## src/rtl/dcc_mbx_pkg.sv

```systemverilog
package dcc_mbx_pkg;

  // Packed flag set; field order fixes the status bit positions (rx_full is bit 0).
  typedef struct packed {
    logic err;
    logic tx_und;
    logic rx_ovr;
    logic tx_full;
    logic rx_full;
  } dcc_flags_t;

  localparam int unsigned STAT_W = $bits(dcc_flags_t);

endpackage

```

## src/rtl/dcc_mbx_flags.sv

```systemverilog
module dcc_mbx_flags
  import dcc_mbx_pkg::*;
(
  input  logic       clk,
  input  logic       rst_n,
  input  logic       halted,
  input  logic       core_rd,
  input  logic       core_wr,
  input  logic       dbg_wr,
  input  logic       dbg_rd,
  input  logic       clr,
  output logic       rx_take,
  output dcc_flags_t flags_q
);

  dcc_flags_t flags_d;
  logic       rxf_mid;
  logic       txf_mid;
  logic       ovr;
  logic       und;
  logic       tx_give;
  logic       upd_en;

  // Core access first, then the debugger's check against the updated flags.
  always_comb begin
    rxf_mid = flags_q.rx_full & ~core_rd;
    txf_mid = flags_q.tx_full | core_wr;
    ovr     = dbg_wr & rxf_mid;
    rx_take = dbg_wr & ~rxf_mid;
    und     = dbg_rd & ~txf_mid;
    tx_give = dbg_rd & txf_mid;

    flags_d.rx_full = rxf_mid | rx_take;
    flags_d.tx_full = txf_mid & ~tx_give;
    flags_d.rx_ovr  = (flags_q.rx_ovr & ~clr) | ovr;
    flags_d.tx_und  = (flags_q.tx_und & ~clr) | und;
    flags_d.err     = (flags_q.err & ~(clr & halted)) | ovr | und;

    upd_en = core_rd | core_wr | dbg_wr | dbg_rd | clr;
  end

  always_ff @(posedge clk or negedge rst_n) begin
    if (!rst_n) begin
      flags_q <= '0;
    end else if (upd_en) begin
      flags_q <= flags_d;
    end
  end

  // overrun records the sticky flag and keeps receive-full set
  a_r2_overrun_sticky: assert property (@(posedge clk) disable iff (!rst_n)
    (dbg_wr && flags_q.rx_full && !core_rd) |=> (flags_q.rx_ovr && flags_q.rx_full));

  // underrun records the sticky flag and leaves transmit-full clear
  a_r3_underrun_sticky: assert property (@(posedge clk) disable iff (!rst_n)
    (dbg_rd && !flags_q.tx_full && !core_wr) |=> (flags_q.tx_und && !flags_q.tx_full));

  // core read empties the receive side when no debugger write refills it
  a_r5_core_read_clears: assert property (@(posedge clk) disable iff (!rst_n)
    (core_rd && !dbg_wr) |=> !flags_q.rx_full);

  // core write fills the transmit side when no debugger read drains it
  a_r6_core_write_sets: assert property (@(posedge clk) disable iff (!rst_n)
    (core_wr && !dbg_rd) |=> flags_q.tx_full);

  // error flag survives anything but a clear while halted
  a_r10_err_kept: assert property (@(posedge clk) disable iff (!rst_n)
    (flags_q.err && !(clr && halted)) |=> flags_q.err);

  // a sticky overrun or underrun always has the error flag with it
  always_comb begin
    if (rst_n) begin
      a_r10_err_covers: assert (!(flags_q.rx_ovr || flags_q.tx_und) || flags_q.err);
    end
  end

endmodule

```

## src/rtl/dcc_mbx_data.sv

```systemverilog
module dcc_mbx_data #(
  parameter int unsigned DATA_W = 32
) (
  input  logic              clk,
  input  logic              rst_n,
  input  logic              rx_load,
  input  logic [DATA_W-1:0] rx_wdata,
  input  logic              tx_load,
  input  logic [DATA_W-1:0] tx_wdata,
  output logic [DATA_W-1:0] rx_word,
  output logic [DATA_W-1:0] tx_word
);

  logic [DATA_W-1:0] rx_q;
  logic [DATA_W-1:0] tx_q;

  always_ff @(posedge clk or negedge rst_n) begin
    if (!rst_n) begin
      rx_q <= '0;
    end else if (rx_load) begin
      rx_q <= rx_wdata;
    end
  end

  always_ff @(posedge clk or negedge rst_n) begin
    if (!rst_n) begin
      tx_q <= '0;
    end else if (tx_load) begin
      tx_q <= tx_wdata;
    end
  end

  // Core side is ordered first, so a same-cycle debugger read sees the new word.
  always_comb begin
    rx_word = rx_q;
    tx_word = tx_load ? tx_wdata : tx_q;
  end

  // a core write lands in the transmit word at the edge
  a_r6_tx_stored: assert property (@(posedge clk) disable iff (!rst_n)
    tx_load |=> (tx_q == $past(tx_wdata)));

endmodule

```

## src/rtl/dcc_mbx_irq.sv

```systemverilog
module dcc_mbx_irq #(
  parameter bit REG_OUT = 1'b0
) (
  input  logic clk,
  input  logic rst_n,
  input  logic rx_full,
  input  logic tx_full,
  output logic irq_rx,
  output logic irq_tx,
  output logic irq_comm
);

  logic rx_req;
  logic tx_req;

  always_comb begin
    rx_req = rx_full;
    tx_req = ~tx_full;
  end

  generate
    if (REG_OUT) begin : g_reg
      logic rx_q;
      logic tx_q;
      always_ff @(posedge clk or negedge rst_n) begin
        if (!rst_n) begin
          rx_q <= 1'b0;
          tx_q <= 1'b1;
        end else begin
          rx_q <= rx_req;
          tx_q <= tx_req;
        end
      end
      always_comb begin
        irq_rx   = rx_q;
        irq_tx   = tx_q;
        irq_comm = rx_q | tx_q;
      end
    end else begin : g_comb
      always_comb begin
        irq_rx   = rx_req;
        irq_tx   = tx_req;
        irq_comm = rx_req | tx_req;
      end
    end
  endgenerate

endmodule

```

## src/rtl/dcc_mailbox.sv

```systemverilog
module dcc_mailbox
  import dcc_mbx_pkg::*;
#(
  parameter int unsigned DATA_W = 32
) (
  input  logic              clk,
  input  logic              rst_n,
  input  logic              halted,
  input  logic              dbg_rx_wr,
  input  logic [DATA_W-1:0] dbg_rx_wdata,
  input  logic              dbg_tx_rd,
  output logic [DATA_W-1:0] dbg_tx_rdata,
  input  logic              dbg_clr_sticky,
  input  logic              core_rx_rd,
  input  logic              core_tx_wr,
  input  logic              core_dbl,
  input  logic [DATA_W-1:0] core_tx_wdata,
  output logic [DATA_W-1:0] core_rx_rdata,
  output logic [STAT_W-1:0] status,
  output logic              irq_rx,
  output logic              irq_tx,
  output logic              irq_comm
);

  logic       core_rd_any;
  logic       core_wr_any;
  logic       rx_take;
  dcc_flags_t flags_q;

  always_comb begin
    core_rd_any = core_rx_rd | core_dbl;
    core_wr_any = core_tx_wr | core_dbl;
  end

  dcc_mbx_flags u_flags (
    .clk     (clk),
    .rst_n   (rst_n),
    .halted  (halted),
    .core_rd (core_rd_any),
    .core_wr (core_wr_any),
    .dbg_wr  (dbg_rx_wr),
    .dbg_rd  (dbg_tx_rd),
    .clr     (dbg_clr_sticky),
    .rx_take (rx_take),
    .flags_q (flags_q)
  );

  dcc_mbx_data #(.DATA_W(DATA_W)) u_data (
    .clk      (clk),
    .rst_n    (rst_n),
    .rx_load  (rx_take),
    .rx_wdata (dbg_rx_wdata),
    .tx_load  (core_wr_any),
    .tx_wdata (core_tx_wdata),
    .rx_word  (core_rx_rdata),
    .tx_word  (dbg_tx_rdata)
  );

  dcc_mbx_irq #(.REG_OUT(1'b0)) u_irq (
    .clk      (clk),
    .rst_n    (rst_n),
    .rx_full  (flags_q.rx_full),
    .tx_full  (flags_q.tx_full),
    .irq_rx   (irq_rx),
    .irq_tx   (irq_tx),
    .irq_comm (irq_comm)
  );

  always_comb status = flags_q;

  // overrunning write leaves the core-visible word untouched
  a_r2_word_kept: assert property (@(posedge clk) disable iff (!rst_n)
    (dbg_rx_wr && status[0] && !core_rd_any) |=> $stable(core_rx_rdata));

  // combined access empties receive and fills transmit at one edge
  a_r7_dbl_flags: assert property (@(posedge clk) disable iff (!rst_n)
    (core_dbl && !dbg_rx_wr && !dbg_tx_rd) |=> (!status[0] && status[1]));

  // debugger write right behind a core read in the same cycle never overruns
  a_r8_order_no_ovr: assert property (@(posedge clk) disable iff (!rst_n)
    (core_rd_any && dbg_rx_wr && !status[2] && !dbg_clr_sticky) |=> (!status[2] && status[0]));

  // data-waiting request follows receive-full
  a_r11_irq_rx: assert property (@(posedge clk) disable iff (!rst_n)
    $rose(status[0]) |-> irq_rx);

endmodule

```

## config.mk

```make
export PLATFORM = sky130hd
export DESIGN_NAME = dcc_mailbox
export DESIGN_NICKNAME = d
export VERILOG_FILES = /design/src/rtl/dcc_mbx_pkg.sv /design/src/rtl/dcc_mbx_flags.sv /design/src/rtl/dcc_mbx_data.sv /design/src/rtl/dcc_mbx_irq.sv /design/src/rtl/dcc_mailbox.sv
export SDC_FILE = /design/constraint.sdc
export NUM_CORES = 1
export LEC_CHECK = 0
export ABC_AREA = 1
export BUFFER_PORTS_ARGS = -buffer_cell sky130_fd_sc_hd__buf_2
export CAP_MARGIN = 20
export CORE_MARGIN = 2
export CORE_UTILIZATION = 45
export DETAILED_ROUTE_END_ITERATION = 7
export GPL_ROUTABILITY_DRIVEN = 0
export HOLD_SLACK_MARGIN = 0.1
export PLACE_DENSITY = 0.85
export SETUP_SLACK_MARGIN = 0.05
export SYNTH_ARGS = -nofsm -noshare
export SYNTH_HDL_FRONTEND = slang
export SYNTH_SLANG_ARGS = --single-unit
```

## constraint.sdc

```tcl
create_clock -name clk -period 1.3 [get_ports clk]
set_clock_uncertainty 0.1 [all_clocks]
set_input_delay 0.065 -clock clk [delete_from_list [all_inputs] [get_ports clk]]
set_output_delay 0.065 -clock clk [all_outputs]
set_load 0.1 [all_outputs]
```

# Yosys cells after proc, flatten, opt, wreduce, memory -nomap -nowiden
# Index checks and enable logic that the tools add are counted.
# W data, S select, Z words.
[totals]
ff_bits = 69
latch_bits = 0
ramBits = 0
mem_bits_ro = 0
input_bits = 73
out_inout_bits = 72
elab_cells = 38
memories = 0
[op_classes]
add_sub_neg = 0
multipliers = 0
div_mod_pow = 0
magnitude_cmp = 0
eq_ne = 0
n_shift = 0
n_mux = 1
bitwise_logic = 30
reduce_logical = 0
[ops]
columns = ["operator", "n"]
rows = [
  ["$mux W32", 1],
  ["$or A1 B1 Y1", 13],
  ["$and A1 B1 Y1", 10],
  ["$not A1 Y1", 7],
]

# Longest topological paths before layout
[logic_depth]
word_depth = 6
depth_mapped = 6
mapped_depth_nobuf = 5

# Hierarchy
# A second synthesis with hierarchy kept.
[hier_totals]
hier_cells = 302
area_unflattened_um2 = 2806.4
[by_module_without_submodules]
columns = ["mod", "instances", "cells_each", "area_each_um2", "seq_area_each_um2"]
rows = [
  ["dcc_mbx_data", 1, 272, 2558.7, 1601.5],
  ["dcc_mbx_flags", 1, 21, 210.2, 125.1],
  ["dcc_mailbox", 1, 5, 18.8, 0.0],
  ["dcc_mbx_irq", 1, 4, 18.8, 0.0],
]

# Worst setup path after synthesis
# No wires, ideal clock.
[synth_path]
path_type = "register to output"
from = "register u_flags.flags_q[0] (netlist name)"
to = "output irq_comm"
t_arrival_ns = 1.566
path_slack_ns = -0.431
path_stages_with_launch = 2
n_path_buf = 0
cell_sequence = "dfrtp_1 -> or2_2"
[synth_via]
elab_chain_cells = 1
[synth_rtl]
columns = ["element", "line", "source"]
rows = [
  ["$or A1 B1 Y1", "dcc_mbx_irq.sv:43", "irq_comm = rx_req | tx_req;"],
  ["end, declared", "dcc_mailbox.sv:22", "output logic irq_comm"],
]
# Every way passes these cells.

# Final worst setup path
[layout_path]
from = "register u_flags.flags_q[0] (netlist name)"
to = "register u_data.rx_q[16] (netlist: u_data.rx_word[16])"
[layout_via]
elab_chain_cells = 3
[layout_rtl]
columns = ["element", "line", "source"]
rows = [
  ["$and A1 B1 Y1", "dcc_mbx_flags.sv:26", "rxf_mid = flags_q.rx_full & ~core_rd;"],
  ["$not A1 Y1", "dcc_mbx_flags.sv:29", "rx_take = dbg_wr & ~rxf_mid;"],
  ["$and A1 B1 Y1", "dcc_mbx_flags.sv:29", ""],
  ["end signal, assigned", "dcc_mbx_data.sv:21", "rx_q <= rx_wdata;"],
  ["end, declared", "dcc_mbx_data.sv:14", "logic [DATA_W-1:0] rx_q;"],
]
# Every way passes these cells.
# A chain may end at the register's enable or synchronous reset.

==> impl_metrics.json <==
{
  "n_fill_cell": 149,
  "fmax_ghz": 0.626,
  "cts_tree": "done",
  "r2r_cells": 6,
  "use_met3_pct": 7.93,
  "r2r-start": "u_flags.flags_q[0]",
  "grt_use_total_pct": 30.2,
  "clk_latency_ns": 0.34,
  "place_area_mm2": 0.00422,
  "cp.arrival_ns": 1.68,
  "final_hold_viol_count": 14,
  "total_power_mw": 7.66,
  "wl_per_cell_um": 24.8,
  "relSlewSlack_pct": 67.0,
  "grt_pass1_wl_um": 15000,
  "die_w_um": 82.7,
  "cts_buffer_depth": 2,
  "syn_to_final_growth_pct": 104,
  "fin_crit_sh_pct": 123,
  "timing.hold.ws_ns": -0.100,
  "setup_slack_ns": -0.298,
  "vdd_drop_max_mv": 1.15,
  "syn-cell-area_mm2": 0.00278,
  "layout-drive-gt1-share_pct": 56.5,
  "grt_setup_unrepaired": "true",
  "die-area_mm2": 0.00683,
  "crit_type": "flop to flop",
  "ctsHoldBuffers": 49,
  "root_buffer": "clkbuf_8",
  "final_max_slew_viol_count": 0,
  "syn_avg_cell_area_um2": 9.25,
  "status": "finished with violations",
  "dp.cells": 510,
  "numCtsBuffers": 9,
  "yosysUniqueCellTypes": 15,
  "failed_checks": "negative hold slack, negative setup slack",
  "vias": 3518,
  "clk_pin_slew_ns": 0.08,
  "grtUsageMet2_pct": 58.6,
  "antenna_found_initial": 1,
  "synth_fp_nets": 374,
  "io_pins": 145,
  "nets": 597,
  "regArea_mm2": 0.00173,
  "fp.coreArea_mm2": 0.00596,
  "yosysSeqAreaShare_pct": 62.0,
  "critPathSlowestCell": "dfrtp_4",
  "antenna_left": 0,
  "yosys_register_bits": 69,
  "layout.cells.non_filler": 604,
  "grt_util_met1_pct": 29.5,
  "p_leak_nw": 2.85,
  "io_buffers": 144,
  "slowest_delay_ns": 0.50,
  "drt-vias-per-instance": 5.82,
  "route.detailed.drc": 0,
  "setup_violations": 36,
  "cellPowerDensity_mw_per_mm2": 1350,
  "design_area_mm2": 0.00567,
  "grt_max_degree": 70,
  "hold_end": "u_data.tx_q[8]",
  "worstPathCellList": "buf_6 -> nand2_8 -> buf_12 -> nand2_8 -> nand2_2 -> nand2_1",
  "grt_pass1_vias": 3176,
  "cts-htree-levels": 3,
  "crit_path_end_kind": "flop",
  "cap_violations": 0,
  "rows": 28,
  "whs_path_depth": 3,
  "syn_inst": 301,
  "first_pass_iters": 6,
  "drt-initial-drc-count": 311,
  "r2r_end": "u_data.rx_word[16]",
  "cp_max_fo": 8,
  "start_util_pct": 46.7,
  "synth_warnings": 0,
  "crit_required_ns": 1.38,
  "worst_hold_startpoint": "core_tx_wdata[8]",
  "rrSetupSlack_ns": -0.30,
  "start_kind": "flop",
  "period_needed_ns": 1.60,
  "grt.overflow.total": 0,
  "crit_path_frequent_cell": "nand2_8",
  "worst_slew_pin_slew_ns": 0.494,
  "chipHeight_um": 82.7,
  "clock-sinks": 69,
  "hp-class": "input port to flop",
  "diodes": 0,
  "multiInputGateArea_mm2": 0.00128,
  "busiest_layer": "met2",
  "drt_wl_total_um": 15000,
  "place_hpwl_um": 5570
}
## worst max-delay path by stage
stage | from | end | slack, ns | cells after the start
global route | u_flags.flags_q[0] | u_data.rx_word[16] | -0.31 | 6
global placement | u_flags.flags_q[0] | u_data.rx_word[30] | 0.09 | 4
finish | u_flags.flags_q[0] | u_data.rx_word[16] | -0.30 | 6
CTS | u_flags.flags_q[1] | irq_comm | -0.11 | 3
detailed placement | u_flags.flags_q[0] | u_data.rx_word[30] | 0.03 | 4
floorplan | u_flags.flags_q[1] | irq_comm | -0.21 | 2
## metrics by stage
stage                     util, %  setup TNS, ns  worst slack (ns)
after floorplan                 -         -0.353            -0.211
after global placement       70.9              0            0.0859
after detailed placement     70.9              0            0.0339
after CTS                    87.2         -0.750            -0.106
after global routing         95.2          -4.78            -0.313
final                        95.2          -4.15            -0.298
## metal layers
| layer | share of wire (%) | wire [um] | vias up |
|---|---|---|---|
| met5 | 0.087 | 13 | - |
| met1 | 33 | 5000 | 1706 |
| met3 | 8.6 | 1290 | 85 |
| met4 | 6.7 | 996 | 2 |
| met2 | 51 | 7680 | 311 |
| li1 | - | - | 1414 |
## worst max-delay path, delay by kind of cell (launching register included)
kind                   cells  cell delay (ns)
AND/OR/NAND/NOR            4             0.52
flip-flops                 1             0.50
buffers and inverters      2             0.30
## flip-flops by register name (all words and copies together), names as in the netlist
name and cells:
u_data.tx_q 32, u_data.rx_word 32, u_flags.flags_q 5
## where the power goes
group          total, mW  internal, mW  leakage [nW]  switching [mW]
Clock               1.75         0.908        0.0970           0.845
Combinational       3.39          1.01          1.92            2.38
Sequential          2.52          2.35         0.834           0.165
## logic make-up (layout without fill, tap and decap cells)
logic type,after synthesis,count (layout),synth area share (%)
flops,69,69,62.0
buf+inv,24,249,5.17
compound gates,33,33,5.93
simple gates,175,178,26.9
## placed cells by master (no fill, tap or decap), types with 6 or more instances in the layout
| cell | count |
|---|---|
| nand2_2 | 67 |
| dlygate4sd3_1 | 46 |
| buf_12 | 46 |
| nand3_1 | 25 |
| nand2_4 | 6 |
| clkbuf_8 | 13 |
| dfrtp_1 | 67 |
| o21ai_2 | 10 |
| buf_2 | 70 |
| nand2_1 | 62 |
| o21ai_0 | 17 |
| buf_4 | 50 |
| nand3_2 | 9 |
| buf_6 | 9 |
## what timing repair did
action,in CTS,in global routing
endpoints found under the hold margin,138,23
gates cloned,3,5
buffers inserted,7,15
setup endpoints to repair,57,70
pin swaps,1,29
resized for setup,50,91
## synth_stat cells
cell type / instances / area, um2
or2_2: 1 / 6.26
nand2_4: 2 / 22.5
nand2_2: 10 / 62.6
buf_12: 1 / 20.0
inv_1: 3 / 11.3
buf_6: 2 / 22.5
buf_4: 4 / 30.0
buf_2: 6 / 30.0
a21oi_1: 1 / 5.00
nand3_1: 35 / 175
nor2_2: 2 / 12.5
o21ai_0: 32 / 160
clkbuf_1: 8 / 30.0
dfrtp_1: 69 / 1730
nand2_1: 125 / 469
## area by class of cell
cell class / count / area share (%)
inverter: 3 / 0.265
sequential: 69 / 30.6
tap: 75 / 1.66
clock buffer: 16 / 3.36
multi-input combinational: 211 / 22.6
timing repair buffer: 230 / 41.6
Note: power is estimated with default switching activity, not from simulation.
